**src/rtl/isr2_pkg.sv**
```systemverilog
package isr2_pkg;

  typedef enum logic [1:0] {
    S_IDLE = 2'd0,
    S_ACK  = 2'd1,
    S_WALK = 2'd2
  } seq_st_e;

  // Table entry i -> source id (bank in bit 5, bit position in bits 4:0)
  function automatic logic [5:0] tbl_src(input int i, input int stride,
                                         input int nsrc, input int bw);
    int k;
    k = (i * stride) % nsrc;
    return 6'(((k / bw) * 32) + (k % bw));
  endfunction

endpackage

```
**src/rtl/isr2_bank.sv**
```systemverilog
module isr2_bank #(
  parameter int BW = 24
) (
  input  logic          clk,
  input  logic          rst_n,
  input  logic [BW-1:0] evt_i,
  input  logic [BW-1:0] clr_i,
  input  logic          cmd_we_i,
  input  logic [4:0]    cmd_bit_i,
  input  logic          cmd_en_i,
  output logic [BW-1:0] status_o,
  output logic [BW-1:0] mask_o
);

  logic [BW-1:0] status_q;
  logic [BW-1:0] mask_q;

  // New pulses override a clear in the same cycle
  always_ff @(posedge clk or negedge rst_n) begin
    if (!rst_n) status_q <= '0;
    else        status_q <= (status_q & ~clr_i) | evt_i;
  end

  always_ff @(posedge clk or negedge rst_n) begin
    if (!rst_n) begin
      mask_q <= '1;
    end else if (cmd_we_i) begin
      for (int b = 0; b < BW; b++) begin
        if (cmd_bit_i == 5'(b)) mask_q[b] <= ~cmd_en_i;
      end
    end
  end

  assign status_o = status_q;
  assign mask_o   = mask_q;

endmodule

```
**src/rtl/isr2_seq.sv**
```systemverilog
module isr2_seq
  import isr2_pkg::*;
#(
  parameter int BW = 24,
  parameter int TL = 48,
  parameter int TS = 1,
  parameter int IW = 6
) (
  input  logic          clk,
  input  logic          rst_n,
  input  logic          req_i,
  input  logic [BW-1:0] en0_i,
  input  logic [BW-1:0] en1_i,
  input  logic [BW-1:0] pend0_i,
  input  logic [BW-1:0] pend1_i,
  input  logic          evt_ready_i,
  output logic          arm_o,
  output logic          busy_o,
  output logic [BW-1:0] ack0_o,
  output logic [BW-1:0] ack1_o,
  output logic          evt_valid_o,
  output logic [IW-1:0] evt_index_o
);

  localparam int NS = 2 * BW;

  seq_st_e       st_q;
  logic [IW-1:0] idx_q;
  logic [BW-1:0] snap0_q, snap1_q;
  logic          arm_q;

  logic [5:0] tbl [TL];
  generate
    for (genvar i = 0; i < TL; i++) begin : g_tbl
      assign tbl[i] = tbl_src(i, TS, NS, BW);
    end
  endgenerate

  logic [5:0]    cur;
  logic [31:0]   sel32;
  logic [BW-1:0] sel0, sel1;
  logic          hit, left, last;

  always_comb begin
    cur   = tbl[idx_q];
    sel32 = 32'd1 << cur[4:0];
    sel0  = cur[5] ? '0 : sel32[BW-1:0];
    sel1  = cur[5] ? sel32[BW-1:0] : '0;
    hit   = |((snap0_q & sel0) | (snap1_q & sel1));
    left  = |((snap0_q & ~sel0) | (snap1_q & ~sel1));
    last  = (idx_q == IW'(TL - 1));
  end

  always_ff @(posedge clk or negedge rst_n) begin
    if (!rst_n) begin
      st_q    <= S_IDLE;
      idx_q   <= '0;
      snap0_q <= '0;
      snap1_q <= '0;
      arm_q   <= 1'b1;
    end else begin
      case (st_q)
        S_IDLE: begin
          if (req_i) begin
            snap0_q <= pend0_i;
            snap1_q <= pend1_i;
            arm_q   <= 1'b0;
            st_q    <= S_ACK;
          end
        end
        S_ACK: begin
          snap0_q <= snap0_q & en0_i;
          snap1_q <= snap1_q & en1_i;
          arm_q   <= 1'b1;
          idx_q   <= '0;
          st_q    <= (|(snap0_q & en0_i) || |(snap1_q & en1_i)) ? S_WALK : S_IDLE;
        end
        S_WALK: begin
          if (hit) begin
            if (evt_ready_i) begin
              snap0_q <= snap0_q & ~sel0;
              snap1_q <= snap1_q & ~sel1;
              if (!left || last) st_q <= S_IDLE;
              else               idx_q <= idx_q + 1'b1;
            end
          end else if (last) begin
            st_q <= S_IDLE;
          end else begin
            idx_q <= idx_q + 1'b1;
          end
        end
        default: st_q <= S_IDLE;
      endcase
    end
  end

  assign arm_o       = arm_q;
  assign busy_o      = (st_q != S_IDLE);
  assign ack0_o      = (st_q == S_ACK) ? (snap0_q & en0_i) : '0;
  assign ack1_o      = (st_q == S_ACK) ? (snap1_q & en1_i) : '0;
  assign evt_valid_o = (st_q == S_WALK) && hit;
  assign evt_index_o = idx_q;

endmodule

```
**src/rtl/isr2_engine.sv**
```systemverilog
module isr2_engine #(
  parameter int BANK_W     = 24,
  parameter int TBL_LEN    = 48,
  parameter int TBL_STRIDE = 1,
  localparam int IDX_W     = (TBL_LEN > 1) ? $clog2(TBL_LEN) : 1
) (
  input  logic              clk,
  input  logic              rst_n,
  input  logic [BANK_W-1:0] evt0_i,
  input  logic [BANK_W-1:0] evt1_i,
  input  logic              src_cmd_valid_i,
  input  logic [5:0]        src_cmd_id_i,
  input  logic              src_cmd_en_i,
  input  logic              reg_wr_i,
  input  logic [1:0]        reg_addr_i,
  input  logic [BANK_W-1:0] reg_wdata_i,
  output logic [BANK_W-1:0] reg_rdata_o,
  output logic              irq_o,
  output logic              evt_valid_o,
  input  logic              evt_ready_i,
  output logic [IDX_W-1:0]  evt_index_o
);

  logic [BANK_W-1:0] st   [2];
  logic [BANK_W-1:0] mk   [2];
  logic [BANK_W-1:0] ack  [2];
  logic [BANK_W-1:0] hclr [2];
  logic [BANK_W-1:0] evt  [2];
  logic              cmd_ok;
  logic              arm, busy;

  assign evt[0] = evt0_i;
  assign evt[1] = evt1_i;
  assign cmd_ok = src_cmd_valid_i && (int'(src_cmd_id_i[4:0]) < BANK_W);

  generate
    for (genvar b = 0; b < 2; b++) begin : g_bank
      assign hclr[b] = (reg_wr_i && reg_addr_i == 2'(b)) ? reg_wdata_i : '0;
      isr2_bank #(.BW(BANK_W)) u_bank (
        .clk       (clk),
        .rst_n     (rst_n),
        .evt_i     (evt[b]),
        .clr_i     (hclr[b] | ack[b]),
        .cmd_we_i  (cmd_ok && (src_cmd_id_i[5] == 1'(b))),
        .cmd_bit_i (src_cmd_id_i[4:0]),
        .cmd_en_i  (src_cmd_en_i),
        .status_o  (st[b]),
        .mask_o    (mk[b])
      );
    end
  endgenerate

  assign irq_o = arm && (|(st[0] & ~mk[0]) || |(st[1] & ~mk[1]));

  isr2_seq #(.BW(BANK_W), .TL(TBL_LEN), .TS(TBL_STRIDE), .IW(IDX_W)) u_seq (
    .clk         (clk),
    .rst_n       (rst_n),
    .req_i       (irq_o),
    .en0_i       (~mk[0]),
    .en1_i       (~mk[1]),
    .pend0_i     (st[0] & ~mk[0]),
    .pend1_i     (st[1] & ~mk[1]),
    .evt_ready_i (evt_ready_i),
    .arm_o       (arm),
    .busy_o      (busy),
    .ack0_o      (ack[0]),
    .ack1_o      (ack[1]),
    .evt_valid_o (evt_valid_o),
    .evt_index_o (evt_index_o)
  );

  always_comb begin
    case (reg_addr_i)
      2'd0:    reg_rdata_o = st[0];
      2'd1:    reg_rdata_o = st[1];
      2'd2:    reg_rdata_o = mk[0];
      default: reg_rdata_o = mk[1];
    endcase
  end

endmodule

```
**config.mk**
```make
export PLATFORM = sky130hd
export DESIGN_NAME = isr2_engine
export DESIGN_NICKNAME = d
export VERILOG_FILES = /design/src/rtl/isr2_pkg.sv /design/src/rtl/isr2_bank.sv /design/src/rtl/isr2_seq.sv /design/src/rtl/isr2_engine.sv
export SDC_FILE = /design/constraint.sdc
export NUM_CORES = 1
export LEC_CHECK = 0
export ABC_AREA = 1
export BUFFER_PORTS_ARGS = -buffer_cell sky130_fd_sc_hd__buf_2
export CORE_UTILIZATION = 60
export DETAILED_ROUTE_END_ITERATION = 7
export PLACE_DENSITY = 0.82
export REMOVE_ABC_BUFFERS = 1
export SYNTH_ARGS = -nofsm -noshare
export SYNTH_HDL_FRONTEND = slang
export SYNTH_SLANG_ARGS = --single-unit
```
**constraint.sdc**
```tcl
create_clock -name clk -period 3.13 [get_ports clk]
set_input_delay 0 -clock clk [delete_from_list [all_inputs] [get_ports clk]]
set_output_delay 0 -clock clk [all_outputs]
set_load 0.05 [all_outputs]
```
# After elaboration in Yosys (flattened, before gate mapping)
# Memories as Yosys holds them, arrays and structs flattened.
# Cells that the tools add are included.
# op_classes
addsub,1
n_lt_le_gt_ge,2
n_eq_ne,36
shifts,1
mux,31
n_bitwise,25
n_reduce_logical,75
# op_table
cell,count
24-bit 2-to-1 mux,12
24-bit AND,10
24-bit one-hot mux with 3 select lines,3
24-bit NOT,6
24-bit bitwise OR,6
24-bit OR reduction,6
2-bit AND reduction,49
"5-bit by 4-bit equality test with 1-bit output, second input constant",8
"5-bit equality test, second input constant",8
6-bit 2-to-1 mux,6
"1-bit by 5-bit left shift with 24-bit output, first input constant",1
"5-bit by 3-bit equality test with 1-bit output, second input constant",4
2-bit 2-to-1 mux,6
6-bit one-hot mux with 2 select lines,1
4-bit AND reduction,3
"5-bit by 2-bit equality test with 1-bit output, second input constant",2
"3-bit inequality test, second input constant",3
"7-bit >= comparator, second input constant",1
1-bit logical AND,7
6-bit NOT with 7-bit output,1
"6-bit by 1-bit adder with 6-bit output, second input constant",1
"6-bit equality test, second input constant",1
2-bit one-hot mux with 3 select lines,1
"5-bit by 1-bit equality test with 1-bit output, second input constant",1
16 further kinds,24
# totals
ff_bits,153
rom_bits,384
inputBits,86
out_inout_bits,32
wordCells,227
memories,1
# mem_list
name,depth,word_bits,read_ports,rd_ports_with_merged_regs,write_ports,line_no,text
(no name shown),64,6,1,0,0,isr2_seq.sv:45,cur = tbl[idx_q];

# Logic depth before layout (Yosys ltp)
# Gate-level depths: netlist of the first run.
# logic_depth
depth_word,16
depth_mapped,19
ltp_nobuf,18

# Hierarchy
# A second synthesis of the first run with hierarchy kept.
# hier_totals
cells_unflattened,1684
area_unflattened_um2,10980.5
# by_module_without_submodules
module,n_inst,cells_each,area_per_inst_um2,seq_area_each_um2
isr2_seq,1,840,4953.5,1427.6
isr2_bank,2,229,2112.0,1231.2
isr2_engine,1,386,1803.0,0.0

# Worst setup path after synthesis of the first run
# No wires, ideal clock.
# synth_path
path_kind,register -> register
start,reg u_seq.idx_q[0] (netlist: u_seq.evt_index_o[0])
end,reg u_seq.snap0_q[17]
setup_ns,0.117
arrival_ns,2.391
t_required_ns,3.013
slack_ns,0.622
path_stages_with_launch,17
n_path_buf,2
synth_period_minus_slack_ns,2.508
cell_sequence,dfrtp_1 ha_1 ha_1 nand4_1 nor2_1 nor2_1 nand2_1 nor2_1 nand2_1 nor2_1 nand2_2 inv_2 nand2_2 buf_4 buf_2 nand4_1 nand2_1
# synth_via
elab_chain_len,11
word_cells_on_any_way,18
classes_between,eq/ne: 1; shift: 1; mux: 7; bitwise: 6; reduce/logical: 2; memory: 1
# synth_rtl
element,line_no,text
start: declaration,isr2_seq.sv:28,logic [IW-1:0] idx_q;
start signal: assignment,isr2_seq.sv:84,else idx_q <= idx_q + 1'b1;
start signal: assignment,isr2_seq.sv:89,idx_q <= idx_q + 1'b1;
6-bit NOT with 7-bit output (not written as such) *,isr2_seq.sv:45,
memory 64 x 6 bit *,--,
6-bit 2-to-1 mux (not written as such) * (2 in series),isr2_seq.sv:45,
1-bit by 5-bit left shift with 24-bit output,isr2_seq.sv:46,sel32 = 32'd1 << cur[4:0];
"24-bit 2-to-1 mux, on equally long branches","isr2_seq.sv:47, isr2_seq.sv:48",
24-bit AND / 24-bit NOT (equally long branches),"isr2_seq.sv:49, isr2_seq.sv:81",
24-bit bitwise OR / 24-bit AND (equally long branches),"isr2_seq.sv:49, isr2_seq.sv:81",
24-bit OR reduction / 24-bit 2-to-1 mux (equally long branches),"isr2_seq.sv:49, isr2_seq.sv:80",
2-bit by 1-bit inequality test with 1-bit output (no source line) / 24-bit 2-to-1 mux (equally long branches),--,
4-bit AND reduction (no source line) / 24-bit one-hot mux with 3 select lines (equally long branches),--,
end signal: assignment,isr2_seq.sv:65,snap0_q <= pend0_i;
end signal: assignment,isr2_seq.sv:72,snap0_q <= snap0_q & en0_i;
end signal: assignment,isr2_seq.sv:81,snap0_q <= snap0_q & ~sel0;
end: declaration,isr2_seq.sv:29,"logic [BW-1:0] snap0_q, snap1_q;"
# Mark *: on every way between the ends. The rest lies on a longest branch, timed or not. The select of a mux whose other input is x is not followed.
# A chain may end at the register's enable or synchronous reset.

# Worst setup path after layout of the first run
# layout_path
start,reg u_seq.idx_q[0] (netlist: u_seq.evt_index_o[0])
end,out evt_valid_o
# layout_via
elab_chain_len,10
word_cells_on_any_way,12
classes_between,shift: 1; mux: 4; bitwise: 4; reduce/logical: 2; memory: 1
# layout_rtl
element,line_no,text
6-bit NOT with 7-bit output (not written as such) *,isr2_seq.sv:45,
memory 64 x 6 bit *,--,
6-bit 2-to-1 mux (not written as such) * (2 in series),isr2_seq.sv:45,
1-bit by 5-bit left shift with 24-bit output,isr2_seq.sv:46,
"24-bit 2-to-1 mux, on equally long branches","isr2_seq.sv:47, isr2_seq.sv:48",
24-bit AND,isr2_seq.sv:49,hit = |((snap0_q & sel0) | (snap1_q & sel1));
24-bit bitwise OR *,isr2_seq.sv:49,
24-bit OR reduction *,isr2_seq.sv:49,
1-bit logical AND *,isr2_seq.sv:101,assign evt_valid_o = (st_q == S_WALK) && hit;
end: declaration,isr2_engine.sv:19,"output logic evt_valid_o,"
# Marked as above.

==> metrics.cfg, run 1 <==
[routing]
wl_um=38000
routed_via_density=6.30
ant_nets=0
dr.first_iter.drc_count=1771
dr_wl_met3_um=4620
met2_length_um=17000
drt-wirelength-per-cell_um=19.8
num_vias=12100
top_layer_used=met4
met1_length_um=14500
dr.pass1.iters=8
drc=1

[timing]
whs_ns=0.0440
worst_slew_pin_slew_ns=1.19
hold_viol=0
slew_headroom=0.202
min_period_ns=2.84
rsz0062_at_grt=no
slew_viol_final=0
clock_skew_ns=0.0121
setup_violations=0
period_share=0.906
max_freq_mhz=353

[cts]
path_clk_slew_ns=0.06
cts_max_path_buffers=2
clk_latency_ns=0.44
cts_tree=built
htree_num_levels=4
clockRootBuffer=clkbuf_16
clock_sinks=153
numCtsBuffers=17
postCtsSetupBuffers=0

[power_and_ir_drop]
netSwitchingPower_uw=1640
p_int_uw=3950
leakage_uw=0.00572
irDropWorstVdd_mv=0.425
p_total_uw=5590
p_per_area_mw_per_mm2=440
p_clk_frac=0.404
swShare=0.294
power_frac_seq=0.415
combPwrFrac=0.181

[placed_design]
place_congestion=1.03
portBuffers=117
dp_hpwl_um=25100

[critical_path]
critical_path.cell_chain=inv_1 -> ha_1 -> inv_1 -> nor2_2 -> nand4_1 -> nor2_1 -> nor2_1 -> nand3_1 -> nor2_1 -> nand2_2 -> inv_2 -> nor2_1 -> buf_2
worstSetupPathType=flop to output port
required_ns=3.13
cp_num_buf_inv=4
cp_max_fo=8
slowest_delay_ns=0.47
cp_common_cell=nor2_1
cp-end-kind=output port
cp_data_arrival_time_ns=2.84
worstSetupStartpointType=flop
slowest_stage=dfrtp_1
path_delay_family=simple AND/OR/NAND/NOR gates

[synthesis]
synth_warnings=0
seq_area_frac_synth=0.376
synth_cells=1516
synth_cell_type_count=31
ys_ff_latch=153
avgSynthCellArea_sq_um=6.83
netlist_area_sq_mm=0.0104

[final_layout]
n_fill_cell=1249
multi_input_area_sq_mm=0.00535
final_cell_mix=332 x nand2_1, 201 x inv_1, 168 x nor2_1, 116 x buf_2, 104 x dfrtp_1
final_common_cell=nand2_1
num_antenna_cells=0
register_area_sq_mm=0.00389
post-route-util=0.761
synthToLayoutAreaGrowth_pct=22.7
layout.nets=1786
drive_above_1_share=0.160

[floorplan]
rows=47
start_util=0.620
die-area_sq_mm=0.0178
core_area_sq_mm=0.0167
die_w_um=133
fp.dieH_um=133
ios=118

[global_routing]
grt_start_max_net_pins=70
grt_usage=0.437
grt_antenna_before_repair=0
gr-total-overflow=0
grt_pass1_vias=11300
grt_pass1_wl_um=59800

[run]
max_cap_violations=0

[status]
outcome=finished with violations
violations=DRC

[min_path]
hold_class=input port to flop

==> layer usage <==
metal	vias to the layer above	track usage
li1	5475	-
met1	5550	0.572
met2	921	0.681
met3	174	0.0978
met4	0	0.224
met5	-	0
==> area by class of cell <==
class,instances,share of cell area
Inverter,209,0.0617
Tap cell,220,0.0217
Multi-Input combinational cell,1071,0.421
Timing Repair Buffer,238,0.139
Clock inverter,11,0.0131
Clock buffer,21,0.0370
Sequential cell,153,0.306
==> cell families after synthesis <==
kind of cell | after synthesis | synth area share
AO/OA/AOI/OAI | 324 | 0.190
adder cells (fa/ha/maj) | 10 | 0.0121
buffers and inverters | 292 | 0.111
flip-flops | 153 | 0.376
AND/OR/NAND/NOR | 737 | 0.311
==> metrics by stage <==
step	setup WS (ns)	cell area, sq um	instances	setup TNS [ns]
after global routing	0.132	12700	1923	0
final	0.293	12700	1923	0
after CTS	0.278	12700	1923	0
after global placement	0.329	11100	1794	0
after detailed placement	0.305	11100	1794	0
after floorplan	-1.37	9990	1433	-65.66
==> flip-flops by register name, summed over array words and instances, names as in the netlist <==
name and cells:
u_seq.evt_index_o 6, u_seq.snap0_q 24, u_seq.arm_o 1, u_seq.snap1_q 24, g_bank.u_bank.status_o 48, g_bank.u_bank.mask_o 48
u_seq.st_q 2
==> what timing repair did <==
item,in CTS,in global routing
hold buffers,97,0
endpoints found under the hold margin,115,0
resized for setup,0,1
setup endpoints to repair,0,3
==> path summary, 6_finish.rpt <==
kind                       slack, ns                            end  cells past startpoint                         from
setup reg to reg                0.32              u_seq.snap0_q[21]                     15         u_seq.evt_index_o[0]
hold / removal                  0.04    g_bank[0].u_bank.mask_o[23]                      5              src_cmd_id_i[1]
setup / recovery                0.29                    evt_valid_o                     13         u_seq.evt_index_o[0]
max in group asynchronous       1.90     g_bank[1].u_bank.mask_o[4]                      4                        rst_n
hold reg to reg                 0.52    g_bank[1].u_bank.mask_o[20]                      2  g_bank[1].u_bank.mask_o[20]
min in group asynchronous       0.14  g_bank[0].u_bank.status_o[21]                      2                        rst_n
==> worst reg2reg max path, delay by kind of cell (launching register included) <==
| family | cells | cell delay (ns) |
|---|---|---|
| adders and majority gates | 1 | 0.18 |
| buffers and inverters | 4 | 0.60 |
| DFF | 1 | 0.47 |
| and+or+nand+nor | 10 | 1.49 |
==> synthesized netlist by cell type (all sizes together) <==
cell,n,share of area
a21boi,3,0.0022
a21oi,85,0.041
a221oi,2,0.0017
a31o,21,0.018
a31oi,92,0.056
buf,30,0.016
clkbuf,53,0.019
dfrtp,104,0.25
dfstp,49,0.12
ha,10,0.012
inv,209,0.076
nand2,337,0.12
nand3,88,0.043
nand3b,2,0.0014
nand4,98,0.059
nor2,175,0.065
nor3,26,0.013
nor4,4,0.0024
o2111ai,12,0.010
o21ai,65,0.031
o21bai,27,0.020
o22ai,17,0.010
or2,7,0.0042
==> power by group through the flow <==
stage | Sequential, uW | Combinational [uW] | Clock (uW)
4_1_cts | 2310 | 975 | 2250
5_1_grt | 2330 | 1100 | 2340
6_report | 2320 | 1010 | 2260
3_3_place_gp | 2330 | 870 | 0
3_5_place_dp | 2340 | 890 | 0
2_1_floorplan | 2300 | 617 | 0
Power figures use the tool's default switching activity.
==> run 2: changes to the inputs <==
==> constraint.sdc (replaced) <==
create_clock -name clk -period 2.74 [get_ports clk]
set_input_delay 0 -clock clk [delete_from_list [all_inputs] [get_ports clk]]
set_output_delay 0 -clock clk [all_outputs]
set_load 0.05 [all_outputs]
==> metrics.cfg, run 2 (same netlist as run 1, synthesis figures left out) <==
[cts]
cts_tree=built
clock_sinks=153  ; unchanged
clockRootBuffer=clkbuf_16
path_clk_slew_ns=0.07  ; about the same
cts_max_path_buffers=2  ; unchanged
numCtsBuffers=17  ; unchanged
clk_latency_ns=0.44  ; about the same
htree_num_levels=4  ; unchanged

[global_routing]
grt_usage=0.439  ; +0.00158
grt_start_max_net_pins=65  ; -7.1%
grt_antenna_before_repair=0  ; unchanged
grt_pass1_wl_um=60000  ; +0.27%
gr-total-overflow=0  ; unchanged
grt_pass1_vias=11400  ; +0.84%

[timing]
worst_slew_pin_slew_ns=1.09  ; -0.106 ns
setup_violations=0  ; unchanged
max_freq_mhz=387
slew_viol_final=0  ; unchanged
whs_ns=0.0368  ; -0.00715 ns
period_share=0.943
hold_viol=0  ; unchanged
slew_headroom=0.275  ; +0.0725
clock_skew_ns=0.0139  ; +0.00189 ns
min_period_ns=2.58

[critical_path]
cp_data_arrival_time_ns=2.95  ; +0.11 ns
r2r_start=u_seq.evt_index_o[1]
worstSetupStartpointType=flop
slowest_stage=dfrtp_2
cp_common_cell=nor2_1
worstSetupPathType=flop to flop
required_ns=3.11  ; -0.02 ns
r2r_end=u_seq.snap1_q[11]
cp_max_fo=27  ; +19
critical_path.cell_chain=inv_1 -> ha_1 -> inv_1 -> nor2_4 -> nand4_1 -> nor2_1 -> nor2_1 -> nand2_1 -> nor2_1 -> nand2_1 -> nor2_1 -> nand2_2 -> inv_2 -> nand2_2 -> buf_6 -> nand4_1 -> nand2_1
ff2ff_setup_slack_ns=0.16  ; -0.16 ns
slowest_delay_ns=0.44  ; -0.03 ns
cp-end-kind=flop
reg2reg_depth=17  ; +2

[floorplan]
die_w_um=133  ; unchanged
core_area_sq_mm=0.0167  ; unchanged
die-area_sq_mm=0.0178  ; unchanged
ios=118  ; unchanged
start_util=0.620  ; unchanged
fp.dieH_um=133  ; unchanged
rows=47  ; unchanged

[status]
outcome=complete, no violations

[run]
max_cap_violations=0  ; unchanged

[routing]
dr.pass1.iters=7  ; -1
wl_um=38400  ; +1.0%
dr.first_iter.drc_count=1956  ; +10%
drt-wirelength-per-cell_um=19.9  ; +0.40%
ant_nets=0  ; unchanged
routed_via_density=6.28  ; -0.32%
drc=0  ; -1
num_vias=12200  ; +0.31%

[power_and_ir_drop]
leakage_uw=0.00574  ; +0.51%
irDropWorstVdd_mv=0.512  ; +21%
p_per_area_mw_per_mm2=478  ; +8.5%

[final_layout]
synthToLayoutAreaGrowth_pct=23.9
final_common_cell=nand2_1
post-route-util=0.768  ; +0.00719
final_cell_mix=331 x nand2_1, 200 x inv_1, 167 x nor2_1, 115 x buf_2, 102 x dfrtp_1
drive_above_1_share=0.171  ; +0.0117
layout.nets=1798  ; +0.67%
num_antenna_cells=0  ; unchanged

[min_path]
hold_end=g_bank[1].u_bank.mask_o[23]
hold_class=input port to flop
hold_start=src_cmd_id_i[1]
hold_path_depth=5  ; unchanged

[placed_design]
place_congestion=1.02  ; -0.53%
portBuffers=117  ; unchanged
dp_hpwl_um=25500  ; +1.4%

==> run 2: changes by cell type in the layout (fill, tap and decap cells not counted), moves of 2 or more <==
| cell | before | now |
|---|---|---|
| bufinv_16 | 4 | 1 |
| ha_1 | 9 | 6 |
| buf_12 | 2 | 5 |
| dfrtp_1 | 104 | 102 |
| inv_6 | 1 | 4 |
| buf_4 | 21 | 30 |
| ha_4 | 0 | 2 |
| clkinv_4 | 0 | 2 |
| buf_6 | 2 | 4 |
| dfrtp_2 | 0 | 2 |
==> run 2: layer usage <==
layer,track usage,up-vias,part of all wire
met5,0,-,0
met4,0.208,0,0.052
met3,0.139,191,0.15
met2,0.661,961,0.43
met1,0.573,5504,0.37
li1,-,5501,-
==> run 2: through the flow <==
| step | setup TNS [ns] | std cells | cell area [sq um] | power [uW] | worst slack [ns] |
|---|---|---|---|---|---|
| 2_1_floorplan | -85.45 | 1433 | 9990 | 3330 | -1.76 |
| 4_1_cts | 0 | 1929 | 12700 | 6060 | 0.0512 |
| 6_report | 0 | 1935 | 12800 | 6130 | 0.157 |
| 3_5_place_dp | 0 | 1801 | 11200 | 3680 | 0.127 |
| 3_3_place_gp | 0 | 1801 | 11200 | 3660 | 0.163 |
| 5_1_grt | -0.0226 | 1935 | 12800 | 6320 | -0.0206 |
==> run 2: final cells by class <==
type,count,area [sq um]
well taps,220,275
flip-flops and latches,153,3890
clock buffers,20,457
multi-input cells,1071,5400
inverters,209,785
repair buffers,250,1910
clock inverters,12,115
fillers,1248,3870
==> run 2: critical path: cells and delay by family, from the launching register on <==
family / cells / cell delay [ns]
adder cells (fa/ha/maj): 1 / 0.16
buffers and inverters: 4 / 0.47
flip-flops: 1 / 0.44
AND/OR/NAND/NOR: 12 / 1.42
==> run 2: timing repair <==
action                     4_1_cts  5_1_grt
buffers inserted                 0        6
hold endpoints to repair       109        0
resized for setup                0       21
hold buffers                    96        0
setup endpoints to repair        0       57
==> run 2: worst max path at each step <==
stage / from / to / slack (ns) / cells after the start
2_1_floorplan: g_bank[1].u_bank.mask_o[7] / u_seq.snap0_q[0] / -1.76 / 12
3_3_place_gp: u_seq.evt_index_o[2] / u_seq.evt_index_o[1] / 0.16 / 15
3_5_place_dp: u_seq.evt_index_o[1] / u_seq.snap1_q[15] / 0.13 / 14
4_1_cts: u_seq.evt_index_o[1] / evt_valid_o / 0.05 / 11
5_1_grt: u_seq.evt_index_o[1] / evt_valid_o / -0.02 / 15
6_report: u_seq.evt_index_o[1] / u_seq.snap1_q[11] / 0.16 / 17
==> run 2: power by group <==
part / internal, uW / switching, uW / total [uW]
logic: 411 / 746 / 1160
clock network: 1310 / 1020 / 2330
registers: 2510 / 138 / 2640
total: 4230 / 1900 / 6130
